## config.mk

```make
export PLATFORM = sky130hd
export DESIGN_NAME = pdma_channel
export DESIGN_NICKNAME = d
export VERILOG_FILES = /design/src/rtl/pdma_channel.sv
export SDC_FILE = /design/constraint.sdc
export NUM_CORES = 1
export LEC_CHECK = 0
export BUFFER_PORTS_ARGS = -buffer_cell sky130_fd_sc_hd__buf_2
export CORE_MARGIN = 5
export CORE_UTILIZATION = 60
export DETAILED_ROUTE_END_ITERATION = 6
export GPL_TIMING_DRIVEN = 0
export PLACE_DENSITY_LB_ADDON = 0.25
export RECOVER_POWER = 100
export SKIP_CTS_REPAIR_TIMING = 1
export SYNTH_ARGS = -nofsm -noshare
export SYNTH_HDL_FRONTEND = slang
export SYNTH_SLANG_ARGS = --single-unit
```

## constraint.sdc

```tcl
create_clock -name clk -period 4.7 [get_ports clk]
set_input_delay 0.47 -clock clk [delete_from_list [all_inputs] [get_ports clk]]
set_output_delay 0.47 -clock clk [all_outputs]
set_load 0.005 [all_outputs]
```

## src/rtl/pdma_channel.sv

```systemverilog
module pdma_channel #(
  parameter int AW = 16,
  parameter int DW = 8
) (
  input  logic          clk,
  input  logic          rst_n,
  input  logic          reg_we,
  input  logic [1:0]    reg_sel,
  input  logic [AW-1:0] reg_wdata,
  input  logic          periph_req,
  input  logic          buf_irq_en,
  output logic          bus_req,
  output logic          bus_we,
  output logic [AW-1:0] bus_addr,
  output logic [DW-1:0] bus_wdata,
  input  logic [DW-1:0] bus_rdata,
  input  logic          bus_ack,
  output logic          ch_en,
  output logic [AW-1:0] remaining,
  output logic [1:0]    prio,
  output logic          half_flag,
  output logic          full_flag,
  output logic          irq,
  output logic          eot
);

  typedef enum logic [1:0] {S_IDLE, S_RD, S_WR} st_t;

  st_t           st;
  logic [AW-1:0] p_addr, m_addr, start_cnt;
  logic [DW-1:0] hold;
  logic          to_periph, hie, fie, pend;

  wire cfg_wr  = reg_we && reg_sel == 2'd3;
  wire idle    = st == S_IDLE;
  wire take    = ch_en && idle && remaining != '0 && (pend || periph_req);
  wire done    = ch_en && idle && remaining == '0;
  wire half_hit = ch_en && !half_flag && remaining <= (start_cnt >> 1);
  wire wr_done = st == S_WR && bus_ack;

  assign bus_req   = !idle;
  assign bus_we    = st == S_WR;
  assign bus_addr  = ((st == S_RD) == to_periph) ? m_addr : p_addr;
  assign bus_wdata = hold;
  assign irq       = (half_flag && hie) || (full_flag && fie);

  always_ff @(posedge clk) begin
    if (!rst_n) begin
      st        <= S_IDLE;
      p_addr    <= '0;
      m_addr    <= '0;
      remaining <= '0;
      start_cnt <= '0;
      hold      <= '0;
      ch_en     <= 1'b0;
      to_periph <= 1'b0;
      hie       <= 1'b0;
      fie       <= 1'b0;
      prio      <= 2'd0;
      pend      <= 1'b0;
      half_flag <= 1'b0;
      full_flag <= 1'b0;
      eot       <= 1'b0;
    end else begin
      eot <= 1'b0;

      if (reg_we && reg_sel == 2'd0) p_addr <= reg_wdata;

      if (reg_we && reg_sel == 2'd1) m_addr <= reg_wdata;
      else if (wr_done)              m_addr <= m_addr + 1'b1;

      if (reg_we && reg_sel == 2'd2) remaining <= reg_wdata;
      else if (wr_done)              remaining <= remaining - 1'b1;

      if (cfg_wr) begin
        ch_en     <= reg_wdata[0] && !buf_irq_en;
        to_periph <= reg_wdata[1];
        hie       <= reg_wdata[2];
        fie       <= reg_wdata[3];
        prio      <= reg_wdata[5:4];
        start_cnt <= remaining;
        half_flag <= 1'b0;
        full_flag <= 1'b0;
        pend      <= 1'b0;
        st        <= S_IDLE;
      end else begin
        if (half_hit) half_flag <= 1'b1;
        if (done) begin
          ch_en     <= 1'b0;
          full_flag <= 1'b1;
          eot       <= 1'b1;
          pend      <= 1'b0;
        end else if (take) begin
          pend <= 1'b0;
        end else if (periph_req && ch_en) begin
          pend <= 1'b1;
        end
        unique case (st)
          S_IDLE: if (take) st <= S_RD;
          S_RD:   if (bus_ack) begin
                    hold <= bus_rdata;
                    st   <= S_WR;
                  end
          S_WR:   if (bus_ack) st <= S_IDLE;
          default: st <= S_IDLE;
        endcase
      end
    end
  end

endmodule


```

==> results of run 1 <==
sequential cells by signal, summed over array words and instances (netlist names), 2 cells and up:
name,cells
p_addr,16
prio,2
bus_wdata,8
st,2
m_addr,16
remaining,16
start_cnt,15
worst reg2reg max path, stage by stage (launching register included):
cell,delay (ps)
dfxtp_1,310
clkbuf_1,280
nor4b_1,880
nand2_1,260
or4_1,550
a31oi_1,160
power by group through the flow:
| stage | Combinational (mW) | Clock, mW | Sequential (mW) |
|---|---|---|---|
| global route | 0.191 | 0.597 | 0.758 |
| global placement | 0.167 | 0 | 0.769 |
| finish | 0.173 | 0.560 | 0.754 |
| CTS | 0.174 | 0.562 | 0.754 |
| floorplan | 0.107 | 0 | 0.763 |
| detailed placement | 0.172 | 0 | 0.770 |
final cells by class:
class,count,area [µm²],share of cell area
Inverter,23,86.3,0.0178
Clock buffer,10,128,0.0263
Timing Repair Buffer,80,368,0.0758
Multi-Input combinational cell,371,2300,0.474
Buffer,27,110,0.0227
Tap cell,96,120,0.0248
Clock inverter,6,80.1,0.0165
Sequential cell,83,1660,0.342
through the flow:
stage	cell area (µm²)	total power [mW]	std cells	utilization	worst slack, ps
3_3_place_gp	4720	0.936	680	0.694	2440
2_1_floorplan	4200	0.870	504	-	2740
3_5_place_dp	4720	0.943	680	0.694	2400
4_1_cts	4920	1.49	696	0.725	2000
6_report	4850	1.49	696	0.714	1420
5_1_grt	4850	1.55	696	0.714	1260
per-layer routing:
layer	up-vias	track usage	share of wire
met5	-	0	0
met4	0	0.108	0.020
met3	27	0.0499	0.078
met2	184	0.424	0.46
met1	1905	0.370	0.44
li1	1946	-	-
cell usage after synthesis, types with 2 or more instances:
cell,instances
nand2_1,91
dfxtp_1,83
a21oi_1,63
o21ai_0,26
clkbuf_1,23
nor2_1,23
inv_1,22
ha_1,18
mux2_2,16
xnor2_1,12
mux2i_1,11
xor2_1,11
nand3_1,10
nor4_1,9
a31oi_1,7
nand4_1,7
nor3_1,7
a211oi_1,6
or4_1,4
buf_2,3
nand2b_1,3
nand3b_1,3
nand4b_1,3
nor2b_1,3
nor3b_1,3
o31ai_1,3
and3_1,2
and4b_1,2
o32ai_1,2
worst max-delay path by stage:
stage / from / end / slack, ps / depth (start not counted)
3_5_place_dp: st[0] / bus_addr[7] / 2400 / 6
5_1_grt: st[1] / bus_addr[14] / 1260 / 6
3_3_place_gp: st[0] / bus_addr[6] / 2440 / 6
2_1_floorplan: st[0] / bus_addr[10] / 2740 / 5
4_1_cts: st[0] / bus_addr[12] / 2000 / 6
6_report: st[1] / bus_addr[7] / 1420 / 6
kinds of logic after synthesis:
group,Yosys count,share of synthesized area
compound gates,117,0.157
flops,83,0.396
buf+inv,50,0.0474
mux,27,0.0692
fa+ha+maj,18,0.0537
xor+xnor,24,0.0519
simple gates,185,0.225
==> results.py, run 1 <==
metrics = {
    "logic_synthesis": {
        "synth.cell_area_um2": 4200,
        "syn_nets": 554,
        "yosysSeqAreaShare": 0.396,
        "yosysTopAreaCell": "dfxtp_1",
        "synth_edf_count": 0,
        "synth.ff_latch_count": 83,
        "synth_cell_types": 57,
        "synth.area.top_cells": "dfxtp_1 40%, nand2_1 8.1%, a21oi_1 7.5%",
        "ys_warn_count": 0,
        "synth_cells": 504,
        "synth-async-reset-ratio": 0,
        "postSynthAreaPerCell_um2": 8.32,
        "ys.flop_type": "dfxtp_1",
        "yosysTopAreaCellShare": 0.396,
    },
    "detailed_routing": {
        "routed_wl_um": 11400,
        "wl_per_cell_um": 16.4,
        "viasPerCell": 5.84,
        "drtIter0Drc": 333,
        "route.detailed.drc": 0,
        "vias": 4062,
        "dr.pass1.iters": 5,
        "ant_nets": 0,
    },
    "critical_path": {
        "critPathRequiredTime_ps": 4230,
        "cp-start-kind": "register",
        "worst-setup-path-type": "register to output pin",
        "cp_slowest_stage_delay_ps": 650,
        "crit_fanout": 10,
        "rrSetupSlack_ps": 2190,
        "critPathMostFrequentCell": "clkbuf_1",
        "critPathBufInv": 3,
        "endpoint_kind": "output pin",
        "cpMaxStageDelayCell": "xnor2_1",
        "arrival_ps": 2810,
        "reg2reg_from": "st[1]",
        "timing.rr.end": "remaining[13]",
        "critPathTopFamily": "buffers and inverters",
        "path_cells": "clkbuf_1, nor2b_1, xnor2_1, clkbuf_1, mux2_2, buf_2",
        "r2r_cells": 5,
    },
    "grt": {
        "antenna_found_initial": 0,
        "grt_max_degree": 14,
        "grt_use_total": 0.271,
        "grt_pass1_vias": 3880,
        "grt_pass1_wl_um": 18900,
        "grt-ovfl-total": 0,
    },
    "finish": {
        "antenna_cells": 0,
        "fill_cells": 561,
        "syn_to_final_growth_pct": 15.7,
        "drive_above_1_share": 0.153,
        "layout_common_cells": "91 x nand2_1, 83 x dfxtp_1, 63 x a21oi_1",
        "nNetsFinal": 645,
        "mostFrequentLayoutCell": "nand2_1",
    },
    "cts": {
        "clk_latency_ps": 360,
        "clockBufferDepth": 2,
        "root_buffer": "clkbuf_8",
        "clock_sinks": 83,
        "numCtsBuffers": 9,
        "htree_num_levels": 3,
        "tritoncts": "built",
        "clk_pin_slew_worst_paths_ps": 80,
    },
    "timing": {
        "finalCriticalPeriod_ps": 3280,
        "rsz0062_at_grt": "false",
        "fin_worst_skew_ps": 11.8,
        "setup_tns_ps": 0,
        "max_freq_mhz": 305,
        "drv_slew": 0,
        "tightestPinTransition_ps": 1030,
        "hold_ws_ps": 317,
        "relSlewSlack": 0.302,
        "setup_violations": 0,
        "hold_viol": 0,
        "period_share": 0.698,
    },
    "hold_path": {
        "holdPathStages": 2,
        "min_path_type": "primary input to register",
        "worstHoldEndpoint": "ch_en",
        "holdCritStartpoint": "buf_irq_en",
    },
    "pwr": {
        "switching_power_uw": 396,
        "pwr-share-clk": 0.377,
        "total_leakage_power_nw": 1.80,
        "combinationalPowerShare": 0.116,
        "ir_drop_v": 0.000223,
        "p_per_area_nw_per_um2": 307,
        "swShare": 0.266,
        "p_int_mw": 1.09,
        "power_frac_seq": 0.507,
    },
    "placement": {
        "port_buffers": 80,
        "gp_congestion": 0.898,
        "place_hpwl_um": 8510,
    },
    "floorplan": {
        "die_area_um2": 8760,
        "die_w_um": 93.6,
        "initial_core_util": 0.617,
        "io_pins": 81,
        "core_area_um2": 6790,
        "die_y_um": 93.6,
        "rows": 30,
    },
    "job": {
        "cap_violations": 0,
    },
    "outcome": {
        "outcome": "finished, final reports clean",
    },
}
No activity file was read; power rests on OpenSTA's default activity.
==> run 2, diff against run 1 <==
CORE_UTILIZATION = 50   (was 60)
clock period = 2.9 ns   (was 4.7 ns; I/O delays follow)
==> run 2 against run 1 <==
Non-clock buffer count did not move. Critical endpoint is now bus_addr[12]. Combinational power rose by 61%. Critical path type unchanged. Critical path depth did not move.
==> results.py, run 2 (synthesized netlist as in run 1, its figures left out) <==
metrics = {
    "finish": {
        "syn_to_final_growth_pct": 16.0,
        "fill_cells": 763,
        "nNetsFinal": 645,
        "layout_common_cells": "91 x nand2_1, 83 x dfxtp_1, 63 x a21oi_1",
        "mostFrequentLayoutCell": "nand2_1",
        "drive_above_1_share": 0.144,
        "largestRegisters": "m_addr (16), p_addr (16), remaining (16)",
        "antenna_cells": 0,
        "fin_cells": 704,
    },
    "job": {
        "cap_violations": 0,
    },
    "critical_path": {
        "arrival_ps": 2220,
        "crit_fanout": 10,
        "reg2reg_from": "st[1]",
        "cp-start-kind": "register",
        "endpoint_kind": "output pin",
        "rrSetupSlack_ps": 600,
        "timing.rr.end": "remaining[13]",
        "critPathRequiredTime_ps": 2610,
        "worst-setup-path-type": "register to output pin",
        "r2r_cells": 5,
    },
    "grt": {
        "grt-ovfl-total": 0,
        "grt_pass1_vias": 3828,
        "grt_pass1_wl_um": 19100,
        "antenna_found_initial": 0,
        "grt_max_degree": 13,
        "grt_use_total": 0.232,
    },
    "detailed_routing": {
        "wl_met3_um": 839,
        "vias": 3974,
        "ant_nets": 0,
        "wl_per_cell_um": 16.2,
        "viasPerCell": 5.64,
        "wl_met1_um": 5110,
        "highest_layer": "met4",
        "route.detailed.drc": 0,
        "wl_met2_um": 5280,
        "drtIter0Drc": 207,
        "dr.pass1.iters": 5,
        "routed_wl_um": 11400,
    },
    "timing": {
        "hold_viol": 0,
        "period_share": 0.865,
        "finalCriticalPeriod_ps": 2510,
        "fin_worst_skew_ps": 12.2,
        "relSlewSlack": 0.368,
        "drv_slew": 0,
        "tightestPinTransition_ps": 935,
        "rsz0062_at_grt": "false",
        "setup_tns_ps": 0,
        "timing.final.ws_setup_ps": 391,
        "max_freq_mhz": 399,
        "setup_violations": 0,
    },
    "floorplan": {
        "die_w_um": 102,
        "initial_core_util": 0.511,
        "core_area_um2": 8220,
        "die_area_um2": 10300,
        "die_y_um": 102,
        "io_pins": 81,
        "rows": 33,
    },
    "cts": {
        "clk_pin_slew_worst_paths_ps": 80,
        "root_buffer": "clkbuf_8",
        "numCtsBuffers": 9,
        "htree_num_levels": 3,
        "clock_sinks": 83,
        "clk_latency_ps": 360,
        "tritoncts": "built",
        "clockBufferDepth": 2,
    },
    "placement": {
        "port_buffers": 80,
        "dp.cells": 689,
        "place_hpwl_um": 8670,
        "dp_slack_ps": 782,
        "gp_congestion": 0.875,
    },
    "pwr": {
        "finalPower_mw": 2.41,
        "p_per_area_nw_per_um2": 495,
        "ir_drop_v": 0.000301,
        "total_leakage_power_nw": 1.77,
    },
    "hold_path": {
        "worstHoldEndpoint": "ch_en",
        "min_path_type": "primary input to register",
        "holdCritStartpoint": "buf_irq_en",
        "holdPathStages": 2,
    },
    "outcome": {
        "outcome": "finished, final reports clean",
    },
}
-- run 2: cell types whose count changed in the layout (fill, tap and decap cells not counted), sizes merged --
cell	change
buf	-7
clkbuf	+10
clkinv	-4
-- run 2: where the power goes --
part | internal [mW] | switching (mW)
combinational | 0.114 | 0.165
sequential | 1.17 | 0.0480
clock | 0.506 | 0.401
total | 1.79 | 0.614
-- run 2: area by class of cell --
cell class,instances,area [µm²],area share
Sequential cell,83,1660,0.341
Buffer,27,113,0.0231
Tap cell,105,131,0.0270
Clock inverter,2,60.1,0.0123
Clock buffer,13,149,0.0306
Multi-Input combinational cell,371,2310,0.474
Timing Repair Buffer,80,360,0.0740
Inverter,23,86.3,0.0177
-- run 2: metrics by stage --
step           hold slack, ps  utilization  area [µm²]
2_1_floorplan             407            -        4200
3_3_place_gp              439        0.575        4730
3_5_place_dp              445        0.575        4730
4_1_cts                   129        0.601        4940
5_1_grt                   136        0.592        4870
6_report                  129        0.592        4870
-- run 2: worst max-delay path by stage --
stage | startpoint | to | slack (ps) | cells past startpoint
final | st[0] | bus_addr[12] | 390 | 6
after global routing | st[1] | bus_addr[12] | 290 | 6
after CTS | st[0] | bus_addr[12] | 390 | 6
after detailed placement | st[0] | bus_addr[12] | 780 | 6
after global placement | st[0] | bus_addr[10] | 790 | 6
after floorplan | st[0] | bus_addr[10] | 1120 | 5
-- run 2: per-layer routing --
| metal | up-vias | track usage |
|---|---|---|
| li1 | 1962 | - |
| met4 | 0 | 0.0767 |
| met2 | 132 | 0.377 |
| met3 | 15 | 0.0393 |
| met5 | - | 0 |
| met1 | 1865 | 0.313 |
-- run 2: critical path, cell delays in order, from the launching register on --
cell and delay, ps:
dfxtp_1 310, buf_6 130, nor2b_1 160, xnor2_2 380
clkbuf_2 370, mux2_2 380, buf_2 130
